===== config.mk =====
export PLATFORM = sky130hd
export DESIGN_NAME = aclk_gen
export DESIGN_NICKNAME = d
export VERILOG_FILES = /design/src/rtl/aclkgen_pkg.sv /design/src/rtl/aclk_code_map.sv /design/src/rtl/aclk_edge_timer.sv /design/src/rtl/aclk_frame_seq.sv /design/src/rtl/aclk_gen.sv
export SDC_FILE = /design/constraint.sdc
export NUM_CORES = 1
export LEC_CHECK = 0
export BUFFER_PORTS_ARGS = -buffer_cell sky130_fd_sc_hd__buf_2
export CAP_MARGIN = 30
export CORE_MARGIN = 8
export CORE_UTILIZATION = 30
export DETAILED_ROUTE_END_ITERATION = 6
export REMOVE_ABC_BUFFERS = 1
export SETUP_SLACK_MARGIN = 0.02
export SYNTH_ARGS = -nofsm -noshare
export SYNTH_HDL_FRONTEND = slang
export SYNTH_SLANG_ARGS = --single-unit

===== constraint.sdc =====
create_clock -name clk -period 4.43 [get_ports clk]
set_input_delay 0.6645 -clock clk [delete_from_list [all_inputs] [get_ports clk]]
set_output_delay 0.6645 -clock clk [all_outputs]
set_load 0.05 [all_outputs]

===== src/rtl/aclkgen_pkg.sv =====
package aclkgen_pkg;
  localparam int CODE_W = 4;

  // Division ratio per code; 0 marks a reserved code.
  function automatic int unsigned div_ratio(input logic [CODE_W-1:0] code);
    int unsigned r;
    if (code <= 4'd7)       r = 32'd1 << code;
    else if (code <= 4'd12) r = 32'd6 << (code - 4'd8);
    else                    r = 32'd0;
    return r;
  endfunction
endpackage


===== src/rtl/aclk_code_map.sv =====
module aclk_code_map
  import aclkgen_pkg::*;
#(
  parameter int CNT_W = 8
) (
  input  logic [CODE_W-1:0] code,
  output logic [CNT_W-1:0]  half_len,
  output logic              code_ok
);
  int unsigned ratio;

  always_comb begin
    ratio    = div_ratio(code);
    code_ok  = (ratio != 0);
    half_len = code_ok ? ratio[CNT_W-1:0] : CNT_W'(1);
  end
endmodule


===== src/rtl/aclk_edge_timer.sv =====
module aclk_edge_timer #(
  parameter int CNT_W = 8
) (
  input  logic             clk,
  input  logic             rst,
  input  logic             run,
  input  logic             tick,
  input  logic [CNT_W-1:0] half_len,
  output logic             ph_q,
  output logic             fire_launch
);
  localparam logic [CNT_W-1:0] ONE = CNT_W'(1);

  logic [CNT_W-1:0] hcnt_q;
  logic             edge_now;

  assign edge_now    = run && tick && (hcnt_q == half_len - ONE);
  assign fire_launch = edge_now && ph_q;

  always_ff @(posedge clk) begin
    if (rst || !run) begin
      hcnt_q <= '0;
      ph_q   <= 1'b1;
    end else if (tick) begin
      if (edge_now) begin
        hcnt_q <= '0;
        ph_q   <= ~ph_q;
      end else begin
        hcnt_q <= hcnt_q + ONE;
      end
    end
  end

  assert_half_bound_R3: assert property (@(posedge clk) disable iff (rst)
    run |-> (hcnt_q < half_len));
endmodule


===== src/rtl/aclk_frame_seq.sv =====
module aclk_frame_seq #(
  parameter int SLOT_BITS = 32
) (
  input  logic clk,
  input  logic rst,
  input  logic run,
  input  logic launch,
  input  logic strobe_en,
  output logic lr_q,
  output logic bit_stb_q,
  output logic slot_stb_q,
  output logic frame_wrap
);
  localparam int FRAME_BITS = 2 * SLOT_BITS;
  localparam int BC_W       = $clog2(FRAME_BITS);
  localparam logic [BC_W-1:0] LAST      = BC_W'(FRAME_BITS - 1);
  localparam logic [BC_W-1:0] MID_LAST  = BC_W'(SLOT_BITS - 1);
  localparam logic [BC_W-1:0] PRE_RIGHT = BC_W'(SLOT_BITS - 2);
  localparam logic [BC_W-1:0] PRE_LEFT  = BC_W'(FRAME_BITS - 2);

  logic [BC_W-1:0] bcnt_q;

  assign frame_wrap = launch && (bcnt_q == LAST);

  always_ff @(posedge clk) begin
    if (rst || !run) begin
      bcnt_q     <= LAST;
      lr_q       <= 1'b0;
      bit_stb_q  <= 1'b0;
      slot_stb_q <= 1'b0;
    end else begin
      bit_stb_q  <= launch && strobe_en;
      slot_stb_q <= 1'b0;
      if (launch) begin
        bcnt_q     <= (bcnt_q == LAST) ? '0 : bcnt_q + BC_W'(1);
        slot_stb_q <= strobe_en && ((bcnt_q == LAST) || (bcnt_q == MID_LAST));
        if (bcnt_q == PRE_RIGHT)     lr_q <= 1'b1;
        else if (bcnt_q == PRE_LEFT) lr_q <= 1'b0;
      end
    end
  end

  assert_lr_on_launch_R4: assert property (@(posedge clk) disable iff (rst)
    ((lr_q != $past(lr_q)) && $past(run) && !$past(rst)) |-> $past(launch));

  assert_slot_with_bit_R5: assert property (@(posedge clk) disable iff (rst)
    slot_stb_q |-> bit_stb_q);
endmodule


===== src/rtl/aclk_gen.sv =====
module aclk_gen
  import aclkgen_pkg::*;
#(
  parameter int CNT_W     = 8,
  parameter int SLOT_BITS = 32
) (
  input  logic              clk,
  input  logic              rst,
  input  logic              mclk0_tick,
  input  logic              mclk1_tick,
  input  logic              src_sel,
  input  logic [CODE_W-1:0] div_code,
  input  logic              bclk_inv,
  input  logic              lrck_inv,
  input  logic              xfer_en,
  input  logic              lr_keep,
  output logic              bclk,
  output logic              lrck,
  output logic              bit_stb,
  output logic              slot_stb
);
  logic [CODE_W-1:0] act_code_q;
  logic [CNT_W-1:0]  half_len;
  logic              code_ok, running, tick;
  logic              ph_q, fire_launch, lr_q, frame_wrap;

  assign tick    = src_sel ? mclk1_tick : mclk0_tick;
  assign running = (xfer_en || lr_keep) && code_ok;

  // Active divider code: free to load while parked, otherwise only at the frame boundary.
  always_ff @(posedge clk) begin
    if (rst)                        act_code_q <= '1;
    else if (!running || frame_wrap) act_code_q <= div_code;
  end

  aclk_code_map #(.CNT_W(CNT_W)) u_map (
    .code(act_code_q), .half_len(half_len), .code_ok(code_ok)
  );

  aclk_edge_timer #(.CNT_W(CNT_W)) u_timer (
    .clk(clk), .rst(rst), .run(running), .tick(tick), .half_len(half_len),
    .ph_q(ph_q), .fire_launch(fire_launch)
  );

  aclk_frame_seq #(.SLOT_BITS(SLOT_BITS)) u_seq (
    .clk(clk), .rst(rst), .run(running), .launch(fire_launch), .strobe_en(xfer_en),
    .lr_q(lr_q), .bit_stb_q(bit_stb), .slot_stb_q(slot_stb), .frame_wrap(frame_wrap)
  );

  assign bclk = ph_q ^ bclk_inv;
  assign lrck = lr_q ^ lrck_inv;

  assert_code_boundary_R10: assert property (@(posedge clk) disable iff (rst)
    ((act_code_q != $past(act_code_q)) && $past(running) && !$past(rst)) |-> $past(frame_wrap));

  assert_reserved_park_R2: assert property (@(posedge clk) disable iff (rst)
    !code_ok |=> (!bit_stb && !slot_stb && ph_q));

  assert_idle_park_R9: assert property (@(posedge clk) disable iff (rst)
    (!xfer_en && !lr_keep) |=> (ph_q && !lr_q && !bit_stb));

  assert_strobe_gate_R8: assert property (@(posedge clk) disable iff (rst)
    !xfer_en |=> (!bit_stb && !slot_stb));
endmodule


---- Word-level counts from Yosys, hierarchy flattened ----
Index checks and enable logic that the tools add are counted.
operators by class
  add/sub/neg operators ................... 4
  multipliers ............................. 0
  divide/modulo/power cells ............... 0
  magnitude comparators ................... 2
  equal/unequal tests ..................... 5
  shifts and indexed selects .............. 2
  mux-type cells .......................... 8
  bitwise logic cells ..................... 4
  reductions and logical operators ........ 17
operator list
  kind                                                                               count
  32-bit two-way mux                                                                 2
  32-bit nonzero test                                                                1
  1-bit by 4-bit left shift with 32-bit output (first input constant)                1
  3-bit by 4-bit left shift with 32-bit output (first input constant)                1
  8-bit two-way mux                                                                  2
  6-bit by 5-bit equality test with 1-bit output (second input constant)             2
  6-bit equality test (second input constant)                                        2
  8-bit by 1-bit adder with 8-bit output (second input constant)                     1
  8-bit equality test                                                                1
  8-bit by 1-bit subtractor with 8-bit output (second input constant)                1
  1-bit logical AND                                                                  7
  6-bit by 1-bit adder with 6-bit output (second input constant)                     1
  6-bit two-way mux                                                                  1
  4-bit by 3-bit less-or-equal comparator with 1-bit output (second input constant)  1
  4-bit less-or-equal comparator (second input constant)                             1
  1-bit logical OR                                                                   4
  2-bit AND reduction                                                                2
  4-bit subtractor (second input constant)                                           1
  1-bit two-way mux                                                                  3
  1-bit inverter                                                                     2
  2-bit nonzero test                                                                 1
  2-bit OR reduction                                                                 1
  1-bit XOR                                                                          2
  1-bit zero test                                                                    1
word-level totals
  register bits after elaboration ......... 22
  latch bits .............................. 0
  RAM bits ................................ 0
  memory bits (read-only) ................. 0
  bits of input ports ..................... 13
  output and inout bits ................... 4
  word-level logic and storage cells ...... 49
  memories ................................ 0

---- Logic depth before layout (Yosys ltp) ----
  depth in word-level cells ............... 12
  depth in mapped cells ................... 16
  mapped depth without buffers ............ 13

---- Cells and area by module ----
From an unflattened synthesis, not the netlist that was laid out.
unflattened totals
  cells, all modules ...................... 191
  area, all modules ....................... 1594.0 sq um
modules (own cells, without submodules)
  module           instances  cells each  area an instance (sq um)  sequential area each (sq um)
  aclk_edge_timer  1          85          718.2                     180.2
  aclk_frame_seq   1          45          397.9                     180.2
  aclk_code_map    1          38          276.5                     0.0
  aclk_gen         1          23          201.4                     80.1

---- Worst setup path before layout ----
Ideal clock, no wire load.
  kind .................................... register to register
  start ................................... register act_code_q[1]
  end ..................................... register u_seq.bcnt_q[5]
  setup time .............................. 0.141 ns
  data arrival time ....................... 3.395 ns
  data required time ...................... 4.289 ns
  slack ................................... 0.894 ns
  stages on the path, launching flop included .. 15
  period minus slack after synthesis ...... 3.536 ns
  path through ............................ dfxtp_1 -> buf_2 -> inv_1 -> ha_1 -> and2b_4 -> a211oi_4 -> nor4_2 -> nor2_1 -> ha_1 -> o21a_1 -> a311o_1 -> a211oi_2 -> o2111ai_1 -> o31ai_1 -> o211ai_1
on the way
  word-level cells in the longest chain between the ends .. 10
  elaborated cells on any way between the ends .. 17
  classes of those cells .................. 2 x add/sub; 2 x order compare; 1 x eq/ne; 2 x shift; 3 x mux; 7 x reduce/logical
RTL lines
  item                                          line                   source
  start: declaration                            aclk_gen.sv:22         logic [CODE_W-1:0] act_code_q;
  start signal: assignment                      aclk_gen.sv:33         else if (!running || frame_wrap) act_code_q <= div_code;
  4-bit subtractor                              aclkgen_pkg.sv:8       else if (code <= 4'd12) r = 32'd6 << (code - 4'd8);
  3-bit by 4-bit left shift with 32-bit output  aclkgen_pkg.sv:8
  32-bit two-way mux                            aclkgen_pkg.sv:8
  32-bit two-way mux (*)                        aclkgen_pkg.sv:7       if (code <= 4'd7) r = 32'd1 << code;
  32-bit nonzero test                           aclk_code_map.sv:14    code_ok = (ratio != 0);
  8-bit two-way mux                             aclk_code_map.sv:15    half_len = code_ok ? ratio[CNT_W-1:0] : CNT_W'(1);
  8-bit by 1-bit subtractor with 8-bit output   aclk_edge_timer.sv:17  assign edge_now = run && tick && (hcnt_q == half_len - ONE);
  8-bit equality test                           aclk_edge_timer.sv:17
  1-bit logical AND                             aclk_edge_timer.sv:17
  1-bit logical AND                             aclk_edge_timer.sv:18  assign fire_launch = edge_now && ph_q;
  end signal: assignment                        aclk_frame_seq.sv:35   bcnt_q <= (bcnt_q == LAST) ? '0 : bcnt_q + BC_W'(1);
  end: declaration                              aclk_frame_seq.sv:21   logic [BC_W-1:0] bcnt_q;
Mark *: on every way between the ends. The rest lies on a longest branch, timed or not.
A chain may end at the register's enable or synchronous reset.

---- Final worst setup path ----
  start ................................... register act_code_q[1]
  end ..................................... register u_seq.slot_stb_q
on the way
  word-level cells in the longest chain between the ends .. 12
  elaborated cells on any way between the ends .. 19
  classes of those cells .................. 2 x add/sub; 2 x order compare; 1 x eq/ne; 2 x shift; 3 x mux; 1 x bitwise; 8 x reduce/logical
RTL lines
  item                                          line                   source
  4-bit subtractor                              aclkgen_pkg.sv:8
  3-bit by 4-bit left shift with 32-bit output  aclkgen_pkg.sv:8
  32-bit two-way mux                            aclkgen_pkg.sv:8
  32-bit two-way mux (*)                        aclkgen_pkg.sv:7
  32-bit nonzero test                           aclk_code_map.sv:14
  8-bit two-way mux                             aclk_code_map.sv:15
  8-bit by 1-bit subtractor with 8-bit output   aclk_edge_timer.sv:17
  8-bit equality test                           aclk_edge_timer.sv:17
  1-bit logical AND                             aclk_edge_timer.sv:17
  1-bit logical AND                             aclk_edge_timer.sv:18
  1-bit inverter (no line)                      --
  2-bit OR reduction (no line) (*)              --
  end signal: assignment                        aclk_frame_seq.sv:36   slot_stb_q <= strobe_en && ((bcnt_q == LAST) || (bcnt_q == MID_LAST));
  end: declaration                              aclk_frame_seq.sv:11   output logic slot_stb_q,
Marked as above.

==> flow_summary_export.csv <==
group,metric,value,unit
sta,fmax,0.249,GHz
yosys,netlist_top_cells_area,"dfxtp_1 22%, ha_1 5.1%, nand2_1 4.2%",
sta,grt_setup_unrepaired,"false",
run_status,status,"finished, final reports clean",
layout,syn_to_final_growth,9.68,%
route,drt-total-wl,4860,microns
die,rows,29,
clock_network,path_clk_slew,0.08,ns
sta,drv_slew,0,
critical_path,crit_buf_inv,1,
clock_network,cts_max_level,1,
critical_path,cpMostUsedCell,"ha_1",
critical_path,crit_type,"reg -> reg",
critical_path,critPathLaunchType,"flip-flop",
die,initial_core_util,31.0,%
grt,grt_pass1_wl,8160,microns
route,wl_met3,80,microns
clock_network,cts-root-buf,"clkbuf_8",
power_and_ir_drop,p_leak,0.824,nW
grt,antenna_found_initial,0,
critical_path,r2r_end,"u_seq.slot_stb_q",
clock_network,numCtsBuffers,3,
sta,period_share,90.7,%
die,coreArea,0.00635,sq mm
route,drt-met1-wl,2350,microns
route,postRouteAntennaNets,0,
sta,fin_skew,0.00266,ns
critical_path,max_stage_delay,0.55,ns
critical_path,arrival,4.19,ns
critical_path,cp_cell_sequence,"inv_1 -> ha_1 -> and2b_4 -> a211oi_4 -> nor4_4 -> nor2_1 -> ha_1 -> o21a_1 -> a311o_1 -> a211oi_2 -> o2111a_1 -> nand2_2 -> nor4_2",
yosys,ys_ff_latch,22,
yosys,yosysSeqAreaShare,22.4,%
critical_path,r2r-start,"act_code_q[1]",
route,drc,0,
yosys,netlist_area,0.00197,sq mm
sta,hold_viol_final,0,
grt,grt_overflow,0,
min_path,hp-class,"reg -> reg",
layout,fillCellCount,649,
die,io_pins,17,
critical_path,crit_path_max_fanout,12,
min_path,min_from,"u_seq.lr_q",
layout,multiInputGateArea,0.00144,sq mm
layout,fin_util,34.0,%
power_and_ir_drop,ir_worst_vdd,233,uV
route,vias_per_cell,5.50,
clock_network,clockBufferDepth,2,
yosys,ys.flop_type,"dfxtp_1",
critical_path,crit_slowest_cell,"dfxtp_1",
critical_path,r2r_setup_slack,0.41,ns
layout,n_antenna_cell,0,
layout,regArea,440,sq um
critical_path,rr_worst_depth,13,
power_and_ir_drop,p_per_area,585,mW/mm^2
placement,place_congestion,0.907,
die,fp.dieH,96.9,microns
yosys,ys_warn_count,0,
die,dieArea,0.00940,sq mm
min_path,whs_endpoint,"u_seq.lr_q",
yosys,synth_top_area_cell,"dfxtp_1",
critical_path,end_kind,"flip-flop",
sta,tightestPinTransition,0.831,ns
clock_network,cts_tree,"yes",
route,drtIter0Drc,93,
placement,dp_hpwl,3700,microns
grt,track_usage,9.98,%
job,drv_cap,0,
yosys,synth_cell_type_count,63,
yosys,synthTopCellsByCount,"22 x dfxtp_1, 22 x nand2_1, 13 x nor2_1, 11 x a21oi_1, 10 x nor3_1",
min_path,whs_path_depth,2,
route,wl_met2,2390,microns
critical_path,crit_required,4.60,ns
die,dieWidth,96.9,microns
yosys,synth-edff-count,0,
yosys,avgSynthCellArea,8.33,sq um
route,dr_total_vias,1770,
layout,drive_gt1_share,21.2,%
grt,first_global_vias,1771,
route,top_layer,"met4",
route,wl_per_cell,15.1,microns
yosys,synth_top_area_share,22.4,%
yosys,synth_cells,236,
clock_network,clkLatencyLatePin,0.26,ns
clock_network,clock-sinks,22,
sta,setup_viol,0,
route,dr.pass1.iters,4,
sta,fin_tns_setup,0,ns
yosys,synth-async-reset-ratio,0,%
sta,timing.final.crit_period,4.02,ns
sta,max_slew_margin,44.4,%
layout,layout.nets,267,
critical_path,crit_family,"compound AO/OA/AOI/OAI gates",
placement,portBuffers,16,
grt,grt_max_degree,17,
## kinds of logic after synthesis
| kind of cell | share of synthesized area (%) |
|---|---|
| compound gates | 26.4 |
| xor+xnor | 5.35 |
| fa+ha+maj | 5.09 |
| buf+inv | 5.41 |
| flops | 22.4 |
| mux | 3.69 |
| simple gates | 31.7 |
## state kept, by name, summed over array words and instances (netlist names)
name / cells
act_code_q: 4
u_seq.lr_q: 1
u_timer.hcnt_q: 8
u_seq.slot_stb_q: 1
u_timer.ph_q: 1
u_seq.bit_stb_q: 1
u_seq.bcnt_q: 6
## area by class of cell
class / count / share of cell area [%]
Inverter: 9 / 1.57
Clock buffer: 4 / 2.55
Sequential cell: 22 / 20.4
Multi-Input combinational cell: 192 / 66.6
Timing Repair Buffer: 18 / 4.41
Tap cell: 77 / 4.47
## worst reg2reg max path, cell delays in order (launching register included)
cell and delay [ns]:
dfxtp_1 0.55, inv_1 0.16, ha_1 0.35, and2b_4 0.29, a211oi_4 0.11, nor4_4 0.45, nor2_1 0.10, ha_1 0.26
o21a_1 0.14, a311o_1 0.34, a211oi_2 0.29, o2111a_1 0.47, nand2_2 0.11, nor4_2 0.31
## worst max path at each step
stage	end	slack (ns)	startpoint	depth (start not counted)
after CTS	u_seq.slot_stb_q	0.35	act_code_q[1]	13
after detailed placement	u_seq.bcnt_q[5]	0.41	act_code_q[1]	13
after global placement	u_seq.slot_stb_q	0.47	act_code_q[1]	13
after floorplan	u_seq.bcnt_q[5]	0.84	act_code_q[1]	13
final	u_seq.slot_stb_q	0.41	act_code_q[1]	13
after global routing	u_seq.bcnt_q[5]	0.12	act_code_q[1]	13
## metrics by stage
step	hold WS, ns	total power (W)	worst slack [ns]	area [sq um]	cells
final	0.478	0.00126	0.413	2160	322
after global routing	0.517	0.00136	0.119	2160	322
after global placement	0.461	0.00108	0.468	2090	318
after floorplan	0.446	0.000895	0.837	1890	223
after CTS	0.486	0.00124	0.348	2150	322
after detailed placement	0.471	0.00109	0.407	2090	318
## metal layers
metal / global-route usage (%) / vias up
met1: 12.3 / 842
met4: 3.20 / 0
met3: 1.14 / 5
met5: 0 / -
met2: 17.4 / 20
li1: - / 903
## power by group
part | internal [W] | switching, W | total, W
combinational | 0.000333 | 0.000508 | 0.000841
sequential | 0.000218 | 0.0000553 | 0.000273
clock | 0.0000793 | 0.0000683 | 0.000148
## placed cells by master, fill, tap and decap left out, types with 5 or more instances in the layout
cell and count:
a211oi_1 7, a21oi_1 11, and3_1 6, buf_2 16, dfxtp_1 22, ha_1 8
inv_1 8, mux2i_1 5, nand2_1 22, nand2b_1 6, nand3_1 5, nand4_1 5
nor2_1 13, nor3_1 10, nor3_2 8, o21ai_1 5, xnor2_1 5, xor2_1 7
## what timing repair did
item                       4_1_cts  5_1_grt
gates resized for setup          0        1
hold buffers                     0        0
setup buffers                    0        0
setup endpoints to repair        0        2
Note: power is estimated with default switching activity, not from simulation.
